<file path="config.mk">
export PLATFORM = sky130hd
export DESIGN_NAME = mono_expand_writer
export DESIGN_NICKNAME = d
export VERILOG_FILES = /design/src/rtl/mexp_pkg.sv /design/src/rtl/mexp_pixel_sel.sv /design/src/rtl/mexp_seq.sv /design/src/rtl/mexp_dest.sv /design/src/rtl/mono_expand_writer.sv
export SDC_FILE = /design/constraint.sdc
export NUM_CORES = 1
export LEC_CHECK = 0
export BUFFER_PORTS_ARGS = -buffer_cell sky130_fd_sc_hd__buf_4
export CELL_PAD_IN_SITES_DETAIL_PLACEMENT = 1
export CELL_PAD_IN_SITES_GLOBAL_PLACEMENT = 1
export CORE_MARGIN = 3
export CORE_UTILIZATION = 34
export CTS_CLUSTER_SIZE = 24
export DETAILED_ROUTE_END_ITERATION = 6
export PLACE_DENSITY_LB_ADDON = 0.1
export SLEW_MARGIN = 10
export SYNTH_ARGS = -nofsm -noshare
export SYNTH_HDL_FRONTEND = slang
export SYNTH_SLANG_ARGS = --single-unit
</file>
<file path="constraint.sdc">
create_clock -name clk -period 4.8 [get_ports clk]
set_input_delay 0.96 -clock clk [delete_from_list [all_inputs] [get_ports clk]]
set_output_delay 0.96 -clock clk [all_outputs]
set_load 0.1 [all_outputs]
</file>
<file path="src/rtl/mexp_pkg.sv">
package mexp_pkg;
  localparam int HOST_W        = 32;
  localparam int PPW_LSB       = 24;
  localparam int TRANSP_BIT    = 11;
  localparam int PMASK_EN_BIT  = 10;

  typedef enum logic [1:0] {
    FMT_DIRECT = 2'd0,
    FMT_INDEX8 = 2'd1,
    FMT_MONO   = 2'd2
  } fmt_e;

  typedef struct packed {
    fmt_e fmt;
    logic transp;
    logic use_pmask;
  } mode_t;

  function automatic fmt_e decode_fmt(input logic [2:0] code);
    case (code)
      3'd2:    return FMT_INDEX8;
      3'd5:    return FMT_MONO;
      default: return FMT_DIRECT;
    endcase
  endfunction

  function automatic mode_t decode_mode(input logic [HOST_W-1:0] m);
    mode_t r;
    r.fmt       = decode_fmt(m[PPW_LSB+2:PPW_LSB]);
    r.transp    = m[TRANSP_BIT];
    r.use_pmask = m[PMASK_EN_BIT];
    return r;
  endfunction

  function automatic logic [5:0] fmt_pixels(input fmt_e f);
    case (f)
      FMT_INDEX8: return 6'd4;
      FMT_MONO:   return 6'd32;
      default:    return 6'd1;
    endcase
  endfunction
endpackage

</file>
<file path="src/rtl/mexp_pixel_sel.sv">
module mexp_pixel_sel import mexp_pkg::*; #(
  parameter int WORD_W = 32,
  parameter int PIX_W  = 32,
  localparam int IDX_W = $clog2(WORD_W)
) (
  input  mode_t              mode_i,
  input  logic [WORD_W-1:0]  word_i,
  input  logic [IDX_W-1:0]   idx_i,
  input  logic [PIX_W-1:0]   fg_i,
  input  logic [PIX_W-1:0]   bg_i,
  input  logic [WORD_W-1:0]  pix_mask_i,
  input  logic [PIX_W-1:0]   plane_mask_i,
  output logic [PIX_W-1:0]   pix_data_o,
  output logic [PIX_W-1:0]   pix_be_o,
  output logic               pix_skip_o
);
  logic [WORD_W-1:0] byte_sh, bit_sh, mask_sh;
  logic [7:0]        byte_v;
  logic              mono_bit, mask_bit;
  logic [PIX_W-1:0]  raw;

  always_comb begin
    byte_sh  = word_i << (8 * idx_i[1:0]);
    bit_sh   = word_i << idx_i;
    mask_sh  = pix_mask_i << idx_i;
    byte_v   = byte_sh[WORD_W-1 -: 8];
    mono_bit = bit_sh[WORD_W-1];
    mask_bit = mask_sh[WORD_W-1];
    case (mode_i.fmt)
      FMT_INDEX8: raw = PIX_W'(byte_v);
      FMT_MONO:   raw = mono_bit ? fg_i : bg_i;
      default:    raw = PIX_W'(word_i);
    endcase
    pix_data_o = raw & plane_mask_i;
    pix_be_o   = plane_mask_i;
    pix_skip_o = (mode_i.transp && (mode_i.fmt == FMT_MONO) && !mono_bit) ||
                 (mode_i.use_pmask && !mask_bit);
  end
endmodule

</file>
<file path="src/rtl/mexp_seq.sv">
module mexp_seq #(
  parameter int WORD_W = 32,
  localparam int IDX_W = $clog2(WORD_W),
  localparam int CNT_W = IDX_W + 1
) (
  input  logic             clk,
  input  logic             rst_n,
  input  logic             accept_i,
  input  logic [CNT_W-1:0] npix_i,
  input  logic             advance_i,
  output logic             busy_o,
  output logic [IDX_W-1:0] idx_o,
  output logic             word_done_o
);
  logic [CNT_W-1:0] npix_q;
  logic             last;

  assign last        = (CNT_W'(idx_o) == npix_q - 1'b1);
  assign word_done_o = advance_i && last;

  always_ff @(posedge clk) begin
    if (!rst_n) begin
      busy_o <= 1'b0;
      idx_o  <= '0;
      npix_q <= CNT_W'(1);
    end else if (accept_i) begin
      busy_o <= 1'b1;
      idx_o  <= '0;
      npix_q <= npix_i;
    end else if (advance_i) begin
      if (last) busy_o <= 1'b0;
      else      idx_o  <= idx_o + 1'b1;
    end
  end

  assert_idx_in_word_R4: assert property (@(posedge clk) disable iff (!rst_n)
    busy_o |-> (CNT_W'(idx_o) < npix_q));
  assert_accept_starts_R11: assert property (@(posedge clk) disable iff (!rst_n)
    accept_i |=> (busy_o && idx_o == '0));
endmodule

</file>
<file path="src/rtl/mexp_dest.sv">
module mexp_dest #(
  parameter int COORD_W = 16,
  parameter int STEP_W  = 6
) (
  input  logic                 clk,
  input  logic                 rst_n,
  input  logic                 ld_i,
  input  logic [2*COORD_W-1:0] ld_val_i,
  input  logic                 adv_x_i,
  input  logic [STEP_W-1:0]    step_i,
  input  logic                 adv_y_i,
  output logic [COORD_W-1:0]   x_o,
  output logic [COORD_W-1:0]   y_o
);
  always_ff @(posedge clk) begin
    if (!rst_n) begin
      x_o <= '0;
      y_o <= '0;
    end else if (ld_i) begin
      x_o <= ld_val_i[COORD_W-1:0];
      y_o <= ld_val_i[2*COORD_W-1:COORD_W];
    end else begin
      if (adv_x_i) x_o <= x_o + COORD_W'(step_i);
      if (adv_y_i) y_o <= y_o + 1'b1;
    end
  end

  assert_load_wins_R10: assert property (@(posedge clk) disable iff (!rst_n)
    ld_i |=> ({y_o, x_o} == $past(ld_val_i)));
  assert_row_step_R9: assert property (@(posedge clk) disable iff (!rst_n)
    (adv_y_i && !ld_i) |=> (y_o == COORD_W'($past(y_o) + 1'b1)));
  assert_col_step_R8: assert property (@(posedge clk) disable iff (!rst_n)
    (adv_x_i && !ld_i) |=> (x_o == COORD_W'($past(x_o) + $past(step_i))));
endmodule

</file>
<file path="src/rtl/mono_expand_writer.sv">
module mono_expand_writer import mexp_pkg::*; #(
  parameter int PIX_W   = 32,
  parameter int COORD_W = 16
) (
  input  logic                 clk,
  input  logic                 rst_n,
  input  logic [31:0]          mode_i,
  input  logic [PIX_W-1:0]     fg_i,
  input  logic [PIX_W-1:0]     bg_i,
  input  logic [31:0]          pix_mask_i,
  input  logic [PIX_W-1:0]     plane_mask_i,
  input  logic                 dst_ld_i,
  input  logic [2*COORD_W-1:0] dst_i,
  input  logic                 in_valid_i,
  output logic                 in_ready_o,
  input  logic [31:0]          in_data_i,
  input  logic                 in_ydir_i,
  output logic                 wr_valid_o,
  input  logic                 wr_ready_i,
  output logic [COORD_W-1:0]   wr_x_o,
  output logic [COORD_W-1:0]   wr_y_o,
  output logic [PIX_W-1:0]     wr_data_o,
  output logic [PIX_W-1:0]     wr_be_o
);
  localparam int WORD_W = HOST_W;
  localparam int IDX_W  = $clog2(WORD_W);
  localparam int CNT_W  = IDX_W + 1;

  mode_t              mode_q;
  logic [WORD_W-1:0]  word_q;
  logic               ydir_q;
  logic               busy, accept, advance, word_done, pix_skip;
  logic [IDX_W-1:0]   idx;
  logic [CNT_W-1:0]   npix_in;
  logic [COORD_W-1:0] cur_x, cur_y;

  assign in_ready_o = !busy;
  assign accept     = in_valid_i && !busy;
  assign npix_in    = CNT_W'(fmt_pixels(decode_fmt(mode_i[PPW_LSB+2:PPW_LSB])));
  assign advance    = busy && (pix_skip || wr_ready_i);
  assign wr_valid_o = busy && !pix_skip;
  assign wr_x_o     = cur_x + COORD_W'(idx);
  assign wr_y_o     = cur_y;

  always_ff @(posedge clk) begin
    if (!rst_n) begin
      mode_q <= '0;
      word_q <= '0;
      ydir_q <= 1'b0;
    end else if (accept) begin
      mode_q <= decode_mode(mode_i);
      word_q <= in_data_i;
      ydir_q <= in_ydir_i;
    end
  end

  mexp_pixel_sel #(.WORD_W(WORD_W), .PIX_W(PIX_W)) u_sel (
    .mode_i       (mode_q),
    .word_i       (word_q),
    .idx_i        (idx),
    .fg_i         (fg_i),
    .bg_i         (bg_i),
    .pix_mask_i   (pix_mask_i),
    .plane_mask_i (plane_mask_i),
    .pix_data_o   (wr_data_o),
    .pix_be_o     (wr_be_o),
    .pix_skip_o   (pix_skip)
  );

  mexp_seq #(.WORD_W(WORD_W)) u_seq (
    .clk         (clk),
    .rst_n       (rst_n),
    .accept_i    (accept),
    .npix_i      (npix_in),
    .advance_i   (advance),
    .busy_o      (busy),
    .idx_o       (idx),
    .word_done_o (word_done)
  );

  mexp_dest #(.COORD_W(COORD_W), .STEP_W(CNT_W)) u_dest (
    .clk      (clk),
    .rst_n    (rst_n),
    .ld_i     (dst_ld_i),
    .ld_val_i (dst_i),
    .adv_x_i  (word_done && !ydir_q),
    .step_i   (CNT_W'(fmt_pixels(mode_q.fmt))),
    .adv_y_i  (word_done && ydir_q),
    .x_o      (cur_x),
    .y_o      (cur_y)
  );

  assert_hold_stalled_R11: assert property (@(posedge clk) disable iff (!rst_n)
    (wr_valid_o && !wr_ready_i) |=>
      (wr_valid_o && $stable(wr_x_o) && $stable(wr_y_o) && $stable(wr_data_o)));
  assert_data_within_be_R7: assert property (@(posedge clk) disable iff (!rst_n)
    wr_valid_o |-> ((wr_data_o & ~wr_be_o) == '0));
  assert_mode_frozen_R12: assert property (@(posedge clk) disable iff (!rst_n)
    (!in_ready_o && $past(!in_ready_o)) |-> $stable(mode_q));
  assert_idle_quiet_R1: assert property (@(posedge clk) disable iff (!rst_n)
    in_ready_o |-> !wr_valid_o);
endmodule

</file>
==> impl_metrics.yaml <==
run_status:
  outcome: "finished clean"
timing:
  worst_slew_pin_slew_ps: 1020
  rsz0062_at_grt: "no"
  finClkSkew_ps: 7.91
  slew_violations: 0
  slew_headroom: 0.317
  hold_slack_ps: 509
  tns_ps: 0
  finalSetupViolCount: 0
  hold_viol_final: 0
  period_needed_ps: 4520
  timing.final.crit_share: 0.942
  max_freq_ghz: 0.221
clock_network:
  numCtsBuffers: 9
  tritoncts: "built"
  cts.sink_count: 77
  clk_latency_ps: 350
  cts_setup_buffers: 0
  htree_levels: 3
  clockBufferDepth: 2
  cts.reportedPaths.clkPinSlew_ps: 60
  ctsRootBufferMaster: "clkbuf_16"
grt:
  grt_usage: 0.235
  antenna_found_initial: 0
  overflow: 0
  grt_max_degree: 40
  grt_pass1_wl_um: 34300
  first_global_vias: 6356
power:
  vdd_ir_drop_max_v: 0.000176
  power_leakage_nw: 3.59
  p_per_area_nw_per_um2: 274
  finalPower_mw: 2.24
finish:
  fin_nets: 1124
  insertedDiodeCount: 0
  final_cell_mix: "308 x buf_4, 75 x dfxtp_1, 38 x o21ai_0"
  area_growth_pct: 42.8
  drive_above_1_share: 0.437
  layout_commonest_cell: "buf_4"
  design_area_um2: 8170
drt:
  drc: 0
  ant_nets: 0
  via_count: 6014
  drt_iter0_drc: 324
  routedWlPerCell_um: 20.6
  routed_wl_um: 22600
  drt_first_pass_iters: 5
  vias_per_cell: 5.48
yosys:
  ys_warn_count: 0
  yosysSeqAreaShare: 0.269
  async_reset_ff_frac: 0
  synth_ff_type: "dfxtp_1"
  syn_avg_cell_area_um2: 8.97
  syn-cell-area_um2: 5720
  synth_fp_nets: 886
  syn_inst: 638
  ys_ff_latch: 77
  synth_edf_count: 0
  yosys.cell_types.count: 53
die:
  initial_utilization: 0.354
  ios: 328
  die_w_um: 136
  die_y_um: 136
  rows: 46
  dieArea_um2: 18400
  coreArea_um2: 16200
setup_path:
  cp-start-kind: "flop"
  end_kind: "output port"
  critPathRequiredTime_ps: 3840
  path_class: "flop to output port"
  crit_fanout: 31
  cp.arrival_ps: 3560
placement:
  placed_area_um2: 7860
  hpwlAfterDp_um: 18000
  gp_congestion: 0.847
  portBuffers: 300
run:
  drv_cap: 0
hold_path:
  hp-class: "flop to flop"
==> through the flow <==
stage / cells / worst slack [ps] / utilization
floorplan: 638 / 28.0 / -
global placement: 1081 / 664 / 0.486
detailed placement: 1081 / 587 / 0.486
CTS: 1097 / 135 / 0.505
global route: 1097 / 28.6 / 0.505
finish: 1097 / 278 / 0.505
==> cell type report <==
type,instances,area (um^2)
clock buffer,11,243
clock inverter,5,58.8
fill,1924,8000
inverter,18,67.6
multi-input combinational,461,3660
sequential,77,1550
tap,216,270
timing repair buffer,309,2320
==> cells by family (layout without fill, tap and decap cells) <==
| family | Yosys count | after routing | synth area share |
|---|---|---|---|
| adder cells (fa/ha/maj) | 18 | 18 | 0.0407 |
| XOR/XNOR | 32 | 32 | 0.0490 |
| AND/OR/NAND/NOR | 168 | 168 | 0.161 |
| AO/OA/AOI/OAI | 177 | 177 | 0.226 |
| buffers and inverters | 100 | 343 | 0.0912 |
| flip-flops | 77 | 77 | 0.269 |
| multiplexers | 66 | 66 | 0.163 |
==> power breakdown <==
group          total [mW]  internal [mW]  switching (mW)
combinational       0.789          0.277           0.512
sequential          0.737          0.679          0.0577
clock               0.713          0.418           0.294
==> registers in the layout (all words and copies together), names as in the netlist <==
| register | cells |
|---|---|
| word_q | 32 |
| u_dest.x_o | 16 |
| u_dest.y_o | 16 |
| u_seq.idx_o | 5 |
| mode_q | 3 |
| u_seq.npix_q | 3 |
| u_seq.busy_o | 1 |
| ydir_q | 1 |
==> repair_timing <==
item / CTS / global route
gates resized for setup: 0 / 3
endpoints found under the setup margin: 0 / 12
hold buffers: 0 / 0
==> synthesized netlist by cell type, types with 7 or more instances <==
library cell,number,share of area
a21oi_1,16,0.014
a22o_1,36,0.055
a22oi_1,25,0.033
a31oi_1,12,0.013
buf_2,9,0.0079
buf_4,32,0.042
clkbuf_1,33,0.022
dfxtp_1,77,0.27
ha_1,17,0.037
inv_1,18,0.012
mux2_2,36,0.071
mux2i_1,12,0.021
mux4_2,18,0.071
nand2_1,28,0.018
nand2b_1,10,0.011
nand3_1,17,0.015
nand4_1,7,0.0077
nor2_1,24,0.016
nor2b_1,30,0.033
nor3_1,11,0.0096
nor3b_1,7,0.0092
o211a_1,13,0.023
o21ai_0,38,0.033
or3_1,10,0.011
xnor2_1,21,0.032
xor2_1,11,0.017
==> routing by layer <==
metal,share of wire,global-route usage,vias up,wire length [um]
met5,0,0,-,0
met4,0.020,0.0633,0,459
met3,0.052,0.0438,28,1170
met2,0.50,0.401,215,11300
met1,0.43,0.304,2935,9680
li1,-,-,2836,-
==> critical path, stage by stage, from the launching register on <==
cell       delay (ps)
dfxtp_1           630
buf_4             310
nor2_1            120
a2111oi_0         430
or3_1             330
buf_6             330
mux2_2            400
a221o_1           290
o211a_1           110
buf_4             230
==> path summary, 6_finish.rpt <==
path	from	to	slack [ps]	cells after the start
worst min-delay path	mode_q[0]	mode_q[0]	510	1
worst min register to register	mode_q[0]	mode_q[0]	510	1
worst max register to register	u_seq.idx_o[0]	u_dest.x_o[13]	1160	9
worst max-delay path	u_seq.idx_o[2]	wr_data_o[0]	280	9
No activity file was read; power rests on OpenSTA's default activity.
